<file path="src/rtl/wbrs_pkg.sv">
`timescale 1ns/1ps
package wbrs_pkg;
  // number of table slots needed for a given largest latency (index 0 = now)
  function automatic int unsigned slot_depth(input int unsigned max_lat);
    return max_lat + 1;
  endfunction
endpackage

</file>
<file path="src/rtl/wbrs_lat_decode.sv">
`timescale 1ns/1ps
module wbrs_lat_decode #(
  parameter int unsigned LAT_W = 3,
  parameter int unsigned DEPTH = 5
) (
  input  logic [LAT_W-1:0] lat_i,
  output logic [DEPTH-1:0] sel_o,
  output logic             legal_o
);
  // one-hot of the target slot; slot 0 (latency 0) is never selectable
  for (genvar k = 0; k < DEPTH; k++) begin : g_sel
    if (k == 0) begin : g_zero
      assign sel_o[k] = 1'b0;
    end else begin : g_cmp
      assign sel_o[k] = (lat_i == LAT_W'(k));
    end
  end
  assign legal_o = |sel_o;
endmodule

</file>
<file path="src/rtl/wbrs_slot_table.sv">
`timescale 1ns/1ps
module wbrs_slot_table #(
  parameter int unsigned DEPTH = 5
) (
  input  logic             clk,
  input  logic             rst,
  input  logic             clear_i,
  input  logic [DEPTH-1:0] book_i,
  output logic [DEPTH-1:0] slots_o
);
  logic [DEPTH-1:0] slots_q;

  // new booking joins the table and everything moves one slot toward "now"
  always_ff @(posedge clk) begin
    if (rst || clear_i) slots_q <= '0;
    else                slots_q <= (slots_q | book_i) >> 1;
  end

  assign slots_o = slots_q;
endmodule

</file>
<file path="src/rtl/wb_resv_sb.sv">
`timescale 1ns/1ps
module wb_resv_sb #(
  parameter int unsigned MAX_LAT = 4,
  parameter int unsigned LAT_W   = 3
) (
  input  logic             clk,
  input  logic             rst,
  input  logic             req_valid_i,
  input  logic [LAT_W-1:0] req_lat_i,
  input  logic             flush_i,
  output logic             grant_o,
  output logic             deny_o,
  output logic             wb_busy_o
);
  localparam int unsigned DEPTH = wbrs_pkg::slot_depth(MAX_LAT);

  logic [DEPTH-1:0] sel;
  logic [DEPTH-1:0] slots;
  logic [DEPTH-1:0] book;
  logic             legal;
  logic             hit;
  logic             grant;

  wbrs_lat_decode #(.LAT_W(LAT_W), .DEPTH(DEPTH)) u_dec (
    .lat_i  (req_lat_i),
    .sel_o  (sel),
    .legal_o(legal)
  );

  assign hit   = |(slots & sel);
  assign grant = req_valid_i && legal && !hit && !flush_i && !rst;
  assign book  = grant ? sel : '0;

  wbrs_slot_table #(.DEPTH(DEPTH)) u_tbl (
    .clk    (clk),
    .rst    (rst),
    .clear_i(flush_i),
    .book_i (book),
    .slots_o(slots)
  );

  assign grant_o   = grant;
  assign deny_o    = req_valid_i && !grant;
  assign wb_busy_o = slots[0];
endmodule

</file>
<file path="config.mk">
export PLATFORM = sky130hd
export DESIGN_NAME = wb_resv_sb
export DESIGN_NICKNAME = d
export VERILOG_FILES = /design/src/rtl/wbrs_pkg.sv /design/src/rtl/wbrs_lat_decode.sv /design/src/rtl/wbrs_slot_table.sv /design/src/rtl/wb_resv_sb.sv
export SDC_FILE = /design/constraint.sdc
export NUM_CORES = 1
export LEC_CHECK = 0
export BUFFER_PORTS_ARGS = -buffer_cell sky130_fd_sc_hd__buf_2
export CORE_AREA = 8 8 45 47
export DETAILED_ROUTE_END_ITERATION = 6
export DIE_AREA = 0 0 53 55
export PLACE_DENSITY = 0.39
export SLEW_MARGIN = 10
export SYNTH_ARGS = -nofsm -noshare
export SYNTH_HDL_FRONTEND = slang
export SYNTH_SLANG_ARGS = --single-unit
</file>
<file path="constraint.sdc">
create_clock -name clk -period 0.8 [get_ports clk]
set_input_delay 0.04 -clock clk [delete_from_list [all_inputs] [get_ports clk]]
set_output_delay 0.04 -clock clk [all_outputs]
set_load 0.1 [all_outputs]
</file>
=== After elaboration in Yosys (flattened, before gate mapping) ===
Cells that the tools add are included.

* Register bits after elaboration: 5
* Word-level logic and storage cells: 21

* Equality and inequality tests: 4
* Mux-type cells: 1
* Bitwise logic cells: 2
* Reduce and logical (&&, ||, !) cells: 12

{| class="wikitable"
|+ Operator list
! kind !! number
|-
| 3-bit by 2-bit == test with 1-bit output (second input constant) || 2
|-
| 5-bit bitwise AND || 1
|-
| 1-bit logical AND || 5
|-
| 5-bit 2-to-1 mux || 1
|-
| 5-bit OR || 1
|-
| 5-bit OR reduction || 1
|-
| 1-bit logical NOT || 4
|-
| 4-bit OR reduction || 1
|-
| 3-bit by 1-bit == test with 1-bit output (second input constant) || 1
|-
| 3-bit == test (second input constant) || 1
|-
| 1-bit logical OR || 1
|}

=== Longest topological paths before layout ===
Gate-level depths: netlist of run 1.

* Depth after elaboration: 9
* Depth in mapped cells: 4
* Gate-level depth less buffers: 4

=== Cells and area by module ===
Synthesis of run 1 repeated with hierarchy kept, for this count alone.

* Cell total of the unflattened synthesis: 30
* Area total of the unflattened synthesis: 271.5 sq um

{| class="wikitable"
|+ Modules (own cells, without submodules)
! module !! instances !! cells each !! area an instance (sq um) !! seq. area each (sq um)
|-
| wbrs_slot_table || 1 || 11 || 126.4 || 80.1
|-
| wb_resv_sb || 1 || 11 || 88.8 || 0.0
|-
| wbrs_lat_decode || 1 || 8 || 56.3 || 0.0
|}

=== Worst setup path after synthesis of run 1 ===
OpenSTA, ideal clock, no wires.

* Path kind: register to output
* Start: register u_tbl.slots_q[1] (netlist: u_tbl.slots_o[1])
* End: output port grant_o
* Data arrival time: 1983 ps
* Path slack: -1223 ps
* Cell stages (with the launch flop): 5
* Cells stage by stage: dfxtp_1 > nor3b_2 > a21oi_1 > o21ai_1 > nor2b_1

* Longest elaborated chain between the ends: 6

{| class="wikitable"
|+ RTL lines
! item !! RTL line !! text
|-
| start: declaration || wbrs_slot_table.sv:11 || <nowiki>logic [DEPTH-1:0] slots_q;</nowiki>
|-
| start signal: assignment || wbrs_slot_table.sv:16 || <nowiki>else slots_q <= (slots_q | book_i) >> 1;</nowiki>
|-
| 5-bit bitwise AND || wb_resv_sb.sv:30 || <nowiki>assign hit = |(slots & sel);</nowiki>
|-
| 5-bit OR reduction || wb_resv_sb.sv:30 ||
|-
| 1-bit logical NOT || wb_resv_sb.sv:31 || <nowiki>assign grant = req_valid_i && legal && !hit && !flush_i && !rst;</nowiki>
|-
| 1-bit logical AND (3 in series) || wb_resv_sb.sv:31 ||
|-
| end: declaration || wb_resv_sb.sv:11 || <nowiki>output logic grant_o,</nowiki>
|}

No other way between the ends.

=== Final worst setup path of run 1 ===
* Start: register u_tbl.slots_q[3] (netlist: u_tbl.slots_o[3])
* End: output port deny_o

* Longest elaborated chain between the ends: 8

{| class="wikitable"
|+ RTL lines
! item !! RTL line !! text
|-
| 5-bit bitwise AND || wb_resv_sb.sv:30 ||
|-
| 5-bit OR reduction || wb_resv_sb.sv:30 ||
|-
| 1-bit logical NOT || wb_resv_sb.sv:31 ||
|-
| 1-bit logical AND (3 in series) || wb_resv_sb.sv:31 ||
|-
| 1-bit logical NOT || wb_resv_sb.sv:43 || <nowiki>assign deny_o = req_valid_i && !grant;</nowiki>
|-
| 1-bit logical AND || wb_resv_sb.sv:43 ||
|-
| end: declaration || wb_resv_sb.sv:12 || <nowiki>output logic deny_o,</nowiki>
|}

No other way between the ends.

==> results of run 1 <==
[through the flow]
stage	hold slack, ns	setup WS [ns]	cell area [sq um]	TNS [ns]
2_1_floorplan	0.109	-0.462	214	-0.901
3_3_place_gp	0.325	-0.322	384	-0.607
3_5_place_dp	0.323	-0.344	384	-0.621
4_1_cts	0.0830	-0.596	407	-1.12
5_1_grt	0.0863	-0.638	419	-1.23
6_report	0.0850	-0.586	419	-1.12
[cell usage after synthesis (all sizes together)]
master | count | area [sq um]
o21ai | 1 | 5.00
nor2b | 2 | 12.5
nor3 | 3 | 15.0
mux2i | 1 | 10.0
nor3b | 1 | 12.5
dfxtp | 4 | 80.1
nand3 | 1 | 5.00
a31oi | 3 | 18.8
a21oi | 1 | 5.00
a21boi | 1 | 7.51
nand2 | 1 | 3.75
inv | 2 | 7.51
nor2 | 2 | 7.51
[final timing paths]
kind / from / endpoint / slack [ns] / cells past startpoint
hold reg to reg: u_tbl.slots_o[3] / u_tbl.slots_o[2] / 0.52 / 2
setup / recovery: u_tbl.slots_o[3] / deny_o / -0.59 / 6
setup reg to reg: u_tbl.slots_o[2] / u_tbl.slots_o[1] / 0.16 / 2
hold / removal: rst / u_tbl.slots_o[0] / 0.09 / 3
[power groups by stage]
stage / sequential, uW / combinational [uW] / clock (uW)
2_1_floorplan: 213 / 76.9 / 0
3_3_place_gp: 208 / 167 / 0
3_5_place_dp: 208 / 169 / 0
4_1_cts: 205 / 169 / 252
5_1_grt: 205 / 186 / 276
6_report: 205 / 176 / 247
[layout by cell type, fill, tap and decap left out, drive strengths merged]
cell    instances
buf            18
dfxtp           4
a31oi           3
nor3            3
clkbuf          3
nor2            2
inv             2
nor2b           2
nand2           1
mux2i           1
nor3b           1
a21oi           1
nand3           1
o21ai           1
a21boi          1
[cells by family (layout without fill, tap and decap cells)]
family          after synthesis  count (layout)  synth area share (%)
compound gates                6               6                  19.1
buf+inv                       2              23                  3.95
simple gates                 10              10                  29.6
mux                           1               1                  5.26
flops                         4               4                  42.1
[timing repair]
item	4_1_cts	5_1_grt
setup endpoints to repair	2	2
pin swaps	0	3
gates resized for setup	0	2
buffers inserted	0	1
[layout make-up]
cell class | count | area (sq um) | area share, %
clock buffers | 3 | 22.5 | 5.37
inverters | 2 | 7.51 | 1.79
multi-input cells | 17 | 129 | 30.7
flip-flops and latches | 4 | 82.6 | 19.7
well taps | 16 | 20.0 | 4.78
repair buffers | 18 | 158 | 37.6
[critical path, delay by kind of cell, from the launching register on]
family	cells	cell delay [ns]
flip-flops	1	0.32
AO/OA/AOI/OAI	3	0.39
buffers and inverters	2	0.33
multiplexers	1	0.08
[per-layer routing]
layer | global-route usage, % | vias to the layer above
li1 | - | 125
met1 | 4.39 | 99
met2 | 5.47 | 13
met3 | 6.15 | 0
met4 | 2.59 | 0
met5 | 0 | -
==> run_results.csv, run 1 <==
group,metric,value,unit
run_status,status,"finished with violations",
run_status,violations,"negative setup slack",
global_routing,antenna_found_initial,0,
finish,fin_util,30.3,%
die,rows,14,
die,die_h,55,um
synth,avgSynthCellArea,8.27,sq um
timing,maxSlewViolCount,0,
route,top_layer_used,"met3",
power,power-per-cell-area,1500,nW/um^2
clock_tree,cts_sinks,4,
die,die_w,53,um
route,ant_nets,0,
placement,io_buffer_count,9,
timing,finalSetupViolations,2,
synth,syn_inst,23,
die,die_area,2920,sq um
synth,ys_ff_latch,4,
power,clock_power_share,39.4,%
setup_path,path_cells,"mux2i_1 -> a21oi_2 -> o21ai_2 -> buf_4 -> a21boi_4 -> buf_12",
timing,worstMarginPinSlew,0.226,ns
timing,hold_viol,0,
route,wl_met2,225,um
min_path,hp-class,"input pin to flip-flop",
placement,gp_congestion,0.699,
global_routing,grt_usage,4.69,%
finish,largest_reg_flops,4,
setup_path,crit_fanout,2,
timing,min_period,1.39,ns
setup_path,slowest_stage,"dfxtp_2",
finish,layout.nets,53,
job,maxCapViolCount,0,
setup_path,worst_ep_arrival_time,1.35,ns
route,wl_met3,125,um
timing,rsz0062_at_grt,"yes",
power,power.internal,455,uW
finish,synthToLayoutAreaGrowth,120,%
power,pwr-share-seq,32.6,%
clock_tree,clk_latency,0.23,ns
synth,synth_area,190,sq um
route,drcViolationCount,0,
synth,synth_warnings,0,
finish,final_cells,60,
clock_tree,hold_buffers,0,
global_routing,first_global_vias,243,
clock_tree,htreeDepth,1,
synth,ys_types,13,
placement,dpl.cell_count,56,
power,p_leak,0.000190,uW
timing,slew_headroom,84.9,%
power,switching_power,172,uW
clock_tree,cts_tree,"yes",
setup_path,criticalPathCategory,"flip-flop to output pin",
route,avgRoutedWirePerCell,10.0,um
setup_path,critPathMaxStageDelay,0.32,ns
placement,post-dp-hpwl,537,um
clock_tree,clk_pin_slew,0.04,ns
setup_path,worstSetupStartpointType,"flip-flop",
power,netSwitchingFraction,27.5,%
finish,num_antenna_cells,0,
power,comb_power_share,28.0,%
clock_tree,clockBufferDepth,2,
global_routing,overflow,0,
synth,yosysSeqAreaShare,42.1,%
die,ioPinCount,10,
timing,finalWorstSetupSlack,-0.586,ns
timing,clock_skew,0.000629,ns
power,vdd.ir_drop.worst,0.684,mV
power,p_total,628,uW
route,wirelength,600,um
synth,synth_nets,30,
route,vias,237,
timing,finalCritPeriodShare,173,%
route,first_iter_violations,0,
route,dr.pass1.iters,1,
finish,fillers,158,
clock_tree,cts-root-buf,"clkbuf_4",
global_routing,grt_pass1_wl,945,um
timing,fmax,722,MHz
setup_path,critPathCaptureType,"output pin",
clock_tree,numCtsBuffers,3,
die,initial_core_util,13.7,%
route,drt-vias-per-instance,3.95,
route,wl_met1,249,um
setup_path,crit_required,0.76,ns
global_routing,grt_max_degree,4,
die,core,1380,sq um
finish,layout-drive-gt1-share,63.6,%
Power figures use the tool's default switching activity.
==> run 2: changes to the inputs <==
ABC_AREA = 1   (was default)
PLACE_DENSITY = 0.45   (was 0.39)
==> run_results.csv, run 2 <==
group,metric,value,unit
run_status,status,"finished with violations",
run_status,violations,"negative setup slack",
synth,ys.flop_type,"dfxtp_1",
die,core,1380,sq um
timing,worst_hold_slack,0.176,ns
timing,fmax,766,MHz
synth,synth_area_leaders,"dfxtp_1 (31%), nor2_4 (8.8%), inv_1 (7.3%)",
finish,layout-drive-gt1-share,69.1,%
finish,final_common_cell,"buf_2",
placement,gp_congestion,0.739,
clock_tree,clockBufferDepth,2,
timing,finalWorstSetupSlack,-0.506,ns
route,drcViolationCount,0,
synth,ys_types,14,
synth,yosys.cell_count.top_type,"inv_1",
global_routing,first_global_vias,274,
finish,final_cells,71,
synth,syn_inst,37,
synth,synth_warnings,0,
synth,async_flop_share,0,%
setup_path,worst_ep_arrival_time,1.27,ns
synth,ys_ff_latch,4,
power,power-per-cell-area,1280,nW/um^2
timing,min_period,1.31,ns
timing,slew_headroom,83.1,%
clock_tree,cts_sinks,4,
job,maxCapViolCount,0,
finish,register_area,85.1,sq um
placement,dpl.cell_count,65,
placement,post-dp-hpwl,509,um
die,die_h,55,um
synth,synth_xor_area_share,0,%
power,vdd.ir_drop.worst,0.450,mV
finish,multi_input_area,175,sq um
finish,mostFrequentLayoutCells,"buf_2 (6), inv_1 (5), buf_4 (4), dfxtp_2 (4)",
die,die_w,53,um
synth,synth_top_area_share,31.2,%
finish,largest_reg_flops,4,
setup_path,crit_fanout,2,
timing,maxSlewViolCount,0,
synth,synthMuxAreaShare,0,%
setup_path,slowest_stage,"dfxtp_2",
global_routing,grt_pass1_wl,1.11,mm
setup_path,r2r_setup_slack,-0.21,ns
die,die_area,2920,sq um
setup_path,r2r_end,"u_tbl.slots_o[1]",
route,wirelength,773,um
die,rows,14,
route,avgRoutedWirePerCell,10.9,um
synth,yosysTopAreaCell,"dfxtp_1",
setup_path,reg2regPathDepth,6,
setup_path,worst-path-stages,6,
clock_tree,cts_tree,"yes",
placement,io_buffer_count,9,
synth,yosys-top-cells-count,"inv_1 (5), dfxtp_1 (4)",
timing,finalCritPeriodShare,163,%
route,dr.pass1.iters,3,
route,vias,291,
global_routing,antenna_found_initial,0,
timing,worstMarginPinSlew,0.252,ns
global_routing,grt_max_degree,6,
power,p_leak,0.000199,uW
min_path,hp-class,"input pin to flip-flop",
route,ant_nets,0,
synth,synthAdderAreaFrac,0,%
global_routing,grt_usage,5.30,%
die,initial_core_util,18.5,%
setup_path,path_cells,"nand4_1 -> nand2_2 -> nor2_4 -> and2_4 -> nor2_4 -> buf_12",
setup_path,worstSetupStartpointType,"flip-flop",
setup_path,crit_required,0.76,ns
synth,synth_compound_area_share,5.85,%
clock_tree,htreeDepth,1,
min_path,hold_depth,4,
setup_path,critPathTopFamily,"simple AND/OR/NAND/NOR gates",
clock_tree,clk_latency,0.23,ns
die,ioPinCount,10,
setup_path,critPathMaxStageDelay,0.33,ns
timing,hold_viol,0,
setup_path,critPathBufInv,1,
synth,synth-edff-count,0,
synth,synth_top_family_by_area,"simple AND/OR/NAND/NOR gates",
clock_tree,numCtsBuffers,3,
synth,synth_nets,44,
timing,finalSetupViolations,6,
global_routing,overflow,0,
setup_path,reg2reg_from,"u_tbl.slots_o[2]",
timing,rsz0062_at_grt,"yes",
finish,layout.nets,64,
synth,synth-simple-area-share,51.2,%
route,drt-vias-per-instance,4.10,
clock_tree,clk_pin_slew,0.04,ns
finish,num_antenna_cells,0,
min_path,min_from,"req_lat_i[1]",
finish,synthToLayoutAreaGrowth,85.4,%
synth,synth_area,256,sq um
clock_tree,hold_buffers,0,
timing,clock_skew,0.00411,ns
setup_path,critPathCaptureType,"output pin",
route,first_iter_violations,1,
min_path,worstHoldEndpoint,"u_tbl.slots_o[0]",
setup_path,criticalPathCategory,"flip-flop to output pin",
synth,yosysSeqAreaShare,31.2,%
clock_tree,cts-root-buf,"clkbuf_4",
setup_path,cp_common_cell,"nor2_4",
finish,fillers,141,
synth,avgSynthCellArea,6.93,sq um
## run 2: cell count changes after synthesis, moves of 3 or more
cell	delta
a31oi_1	-3
inv_1	+3
inv_2	+3
nand4_1	+3
nor2_2	+3
## run 2: metrics by stage
step           power (uW)  utilization, %  setup TNS, ns  area, sq um  setup slack (ns)
4_1_cts               610            31.8          -1.53          440            -0.478
3_3_place_gp          355            28.7          -1.16          397            -0.248
6_report              609            34.4          -1.70          475            -0.506
2_1_floorplan         291               -         -0.720          264            -0.536
5_1_grt               654            34.4          -2.03          475            -0.565
3_5_place_dp          355            28.7          -1.16          397            -0.253
## run 2: how the worst max path moves through the flow
| stage | from | to |
|---|---|---|
| after global placement | u_tbl.slots_o[2] | deny_o |
| after CTS | u_tbl.slots_o[3] | deny_o |
| after floorplan | u_tbl.slots_o[3] | deny_o |
| final | u_tbl.slots_o[2] | deny_o |
| after detailed placement | u_tbl.slots_o[2] | deny_o |
| after global routing | u_tbl.slots_o[2] | deny_o |
## run 2: cell families (layout without fill, tap and decap cells)
kind of cell,after synthesis,after routing
AOI/OAI and AO/OA,3,3
buffers and inverters,8,26
DFF,4,4
and+or+nand+nor,22,22
## run 2: power breakdown
group	leakage [uW]	internal [uW]	switching, uW	total [uW]
clock network	0.0000138	167	72.7	240
registers	0.0000343	201	0.436	202
logic	0.000151	66.7	100	167
total	0.000199	435	173	609
## run 2: layout make-up
class                   count  share of cell area (%)
well taps                  16                    4.21
multi-input cells          25                    36.8
flip-flops and latches      4                    17.9
inverters                   8                    6.32
repair buffers             15                    30.0
clock buffers               3                    4.74
## run 2: what timing repair did
action | CTS | global route
pin swaps | 3 | 9
resized for setup | 3 | 7
setup endpoints to repair | 6 | 7
buffers inserted | 2 | 1
## run 2: worst min-delay path, stage by stage
cell and delay (ns):
buf_2 0.13, nor3_1 0.07, nand3_2 0.07, a21oi_2 0.04
## run 2: layer usage
layer	GRT usage [%]	routed length [um]	share of wire (%)	up-vias
met1	5.02	268	35	132
met2	8.79	470	61	3
li1	-	-	-	156
met4	5.17	0	0	0
met3	1.87	34	4.4	0
met5	0	0	0	-
==> run 3: changes to the inputs <==
GPL_TIMING_DRIVEN = 0   (was default)
==> run_results.csv, run 3 (synthesized netlist as in run 2, its figures left out) <==
group,metric,value,unit
run_status,status,"finished with violations",
run_status,violations,"negative setup slack",
min_path,hp-class,"input pin to flip-flop",
clock_tree,numCtsBuffers,3,
clock_tree,cts_tree,"yes",
global_routing,antenna_found_initial,0,
clock_tree,cts_sinks,4,
job,maxCapViolCount,0,
global_routing,grt_max_degree,6,
timing,hold_viol,0,
power,vdd.ir_drop.worst,0.390,mV
finish,layout.nets,59,
min_path,min_from,"rst",
finish,mostFrequentLayoutCells,"buf_2 (6), inv_1 (5), dfxtp_2 (4)",
power,p_leak,0.000170,uW
die,core,1380,sq um
die,die_w,53,um
timing,clock_skew,0.000876,ns
timing,fmax,781,MHz
placement,gp_congestion,0.768,
route,drt-vias-per-instance,4.08,
die,ioPinCount,10,
setup_path,worstSetupStartpointType,"flip-flop",
timing,min_period,1.28,ns
die,die_h,55,um
finish,layout-drive-gt1-share,60.0,%
timing,finalCritPeriodShare,160,%
setup_path,reg2reg_from,"u_tbl.slots_o[2]",
timing,slew_headroom,85.9,%
finish,fin_util,29.8,%
setup_path,reg2regPathDepth,6,
route,first_iter_violations,2,
route,dr.pass1.iters,4,
timing,worstMarginPinSlew,0.211,ns
timing,finalWorstSetupSlack,-0.480,ns
clock_tree,clk_pin_slew,0.04,ns
setup_path,crit_required,0.76,ns
timing,fin_setup_tns,-1.57,ns
finish,num_antenna_cells,0,
finish,largest_reg_flops,4,
setup_path,crit_start,"u_tbl.slots_o[2]",
global_routing,met2_usage,9.57,%
setup_path,criticalPathCategory,"flip-flop to output pin",
die,initial_core_util,18.5,%
min_path,worstHoldEndpoint,"u_tbl.slots_o[0]",
clock_tree,cts-root-buf,"clkbuf_4",
placement,post-dp-hpwl,480,um
clock_tree,clk_latency,0.23,ns
timing,finalSetupViolations,6,
clock_tree,htreeDepth,1,
finish,synthToLayoutAreaGrowth,61.0,%
finish,final_common_cell,"buf_2",
die,rows,14,
setup_path,critPathCaptureType,"output pin",
min_path,hold_depth,4,
route,avgRoutedWirePerCell,10.3,um
route,vias,269,
setup_path,worst_ep_arrival_time,1.24,ns
route,drcViolationCount,0,
global_routing,use_met3,2.14,%
clock_tree,clockBufferDepth,2,
power,power-per-cell-area,1430,nW/um^2
timing,rsz0062_at_grt,"yes",
global_routing,busiest_layer,"met2",
route,ant_nets,0,
global_routing,grtUsageMet1,4.71,%
global_routing,grt_usage,5.79,%
route,wirelength,679,um
global_routing,first_global_vias,293,
global_routing,overflow,0,
setup_path,r2r_setup_slack,-0.17,ns
setup_path,crit_fanout,2,
placement,io_buffer_count,9,
timing,maxSlewViolCount,0,
setup_path,r2r_end,"u_tbl.slots_o[2]",
global_routing,grt_pass1_wl,1.17,mm
die,die_area,2920,sq um
-- run 3: cell count changes in the layout (fill, tap and decap cells not counted), sizes merged --
cell / delta
buf: -5
-- run 3: area by class of cell --
cell class	instances	area (sq um)
Clock buffer	3	22.5
Timing Repair Buffer	10	92.6
Tap cell	16	20.0
Fill cell	150	971
Multi-Input combinational cell	25	163
Inverter	8	30.0
Sequential cell	4	85.1
-- run 3: worst max-delay path by stage --
stage               to  slack, ns
2_1_floorplan   deny_o      -0.54
3_3_place_gp   grant_o      -0.47
3_5_place_dp    deny_o      -0.45
4_1_cts         deny_o      -0.48
5_1_grt         deny_o      -0.57
6_report        deny_o      -0.48
-- run 3: report_power, final --
group / internal, uW / switching, uW / total (uW)
clock: 167 / 75.6 / 243
sequential: 201 / 0.411 / 202
combinational: 52.0 / 93.1 / 145
total: 421 / 169 / 590
-- run 3: what timing repair did --
action                                 4_1_cts  5_1_grt
gates cloned                                 0        0
hold buffers                                 0        0
setup endpoints to repair                    7        7
setup buffers                                1        0
resized for setup                           13        3
pin swaps                                    3        1
endpoints found under the hold margin        0        0
-- run 3: stage by stage --
step | power (uW) | instances | worst slack (ns) | hold slack, ns | area [sq um]
floorplan | 291 | 37 | -0.536 | 0.227 | 264
global placement | 326 | 62 | -0.468 | 0.395 | 329
detailed placement | 326 | 62 | -0.451 | 0.390 | 329
CTS | 609 | 66 | -0.481 | 0.137 | 400
global route | 632 | 66 | -0.567 | 0.187 | 413
finish | 590 | 66 | -0.480 | 0.160 | 413
-- run 3: worst max-delay path: stages, from the launching register on --
cell and delay (ns):
dfxtp_2 0.32, nand4_1 0.10, nand2_1 0.12, nor2_4 0.05
and2_4 0.15, nor2_4 0.09, buf_12 0.18
-- run 3: metal layers --
| layer | routed length [um] | share of wire, % |
|---|---|---|
| met1 | 235 | 35 |
| met2 | 405 | 60 |
| met3 | 38 | 5.6 |
| met4 | 0 | 0 |
| met5 | 0 | 0 |
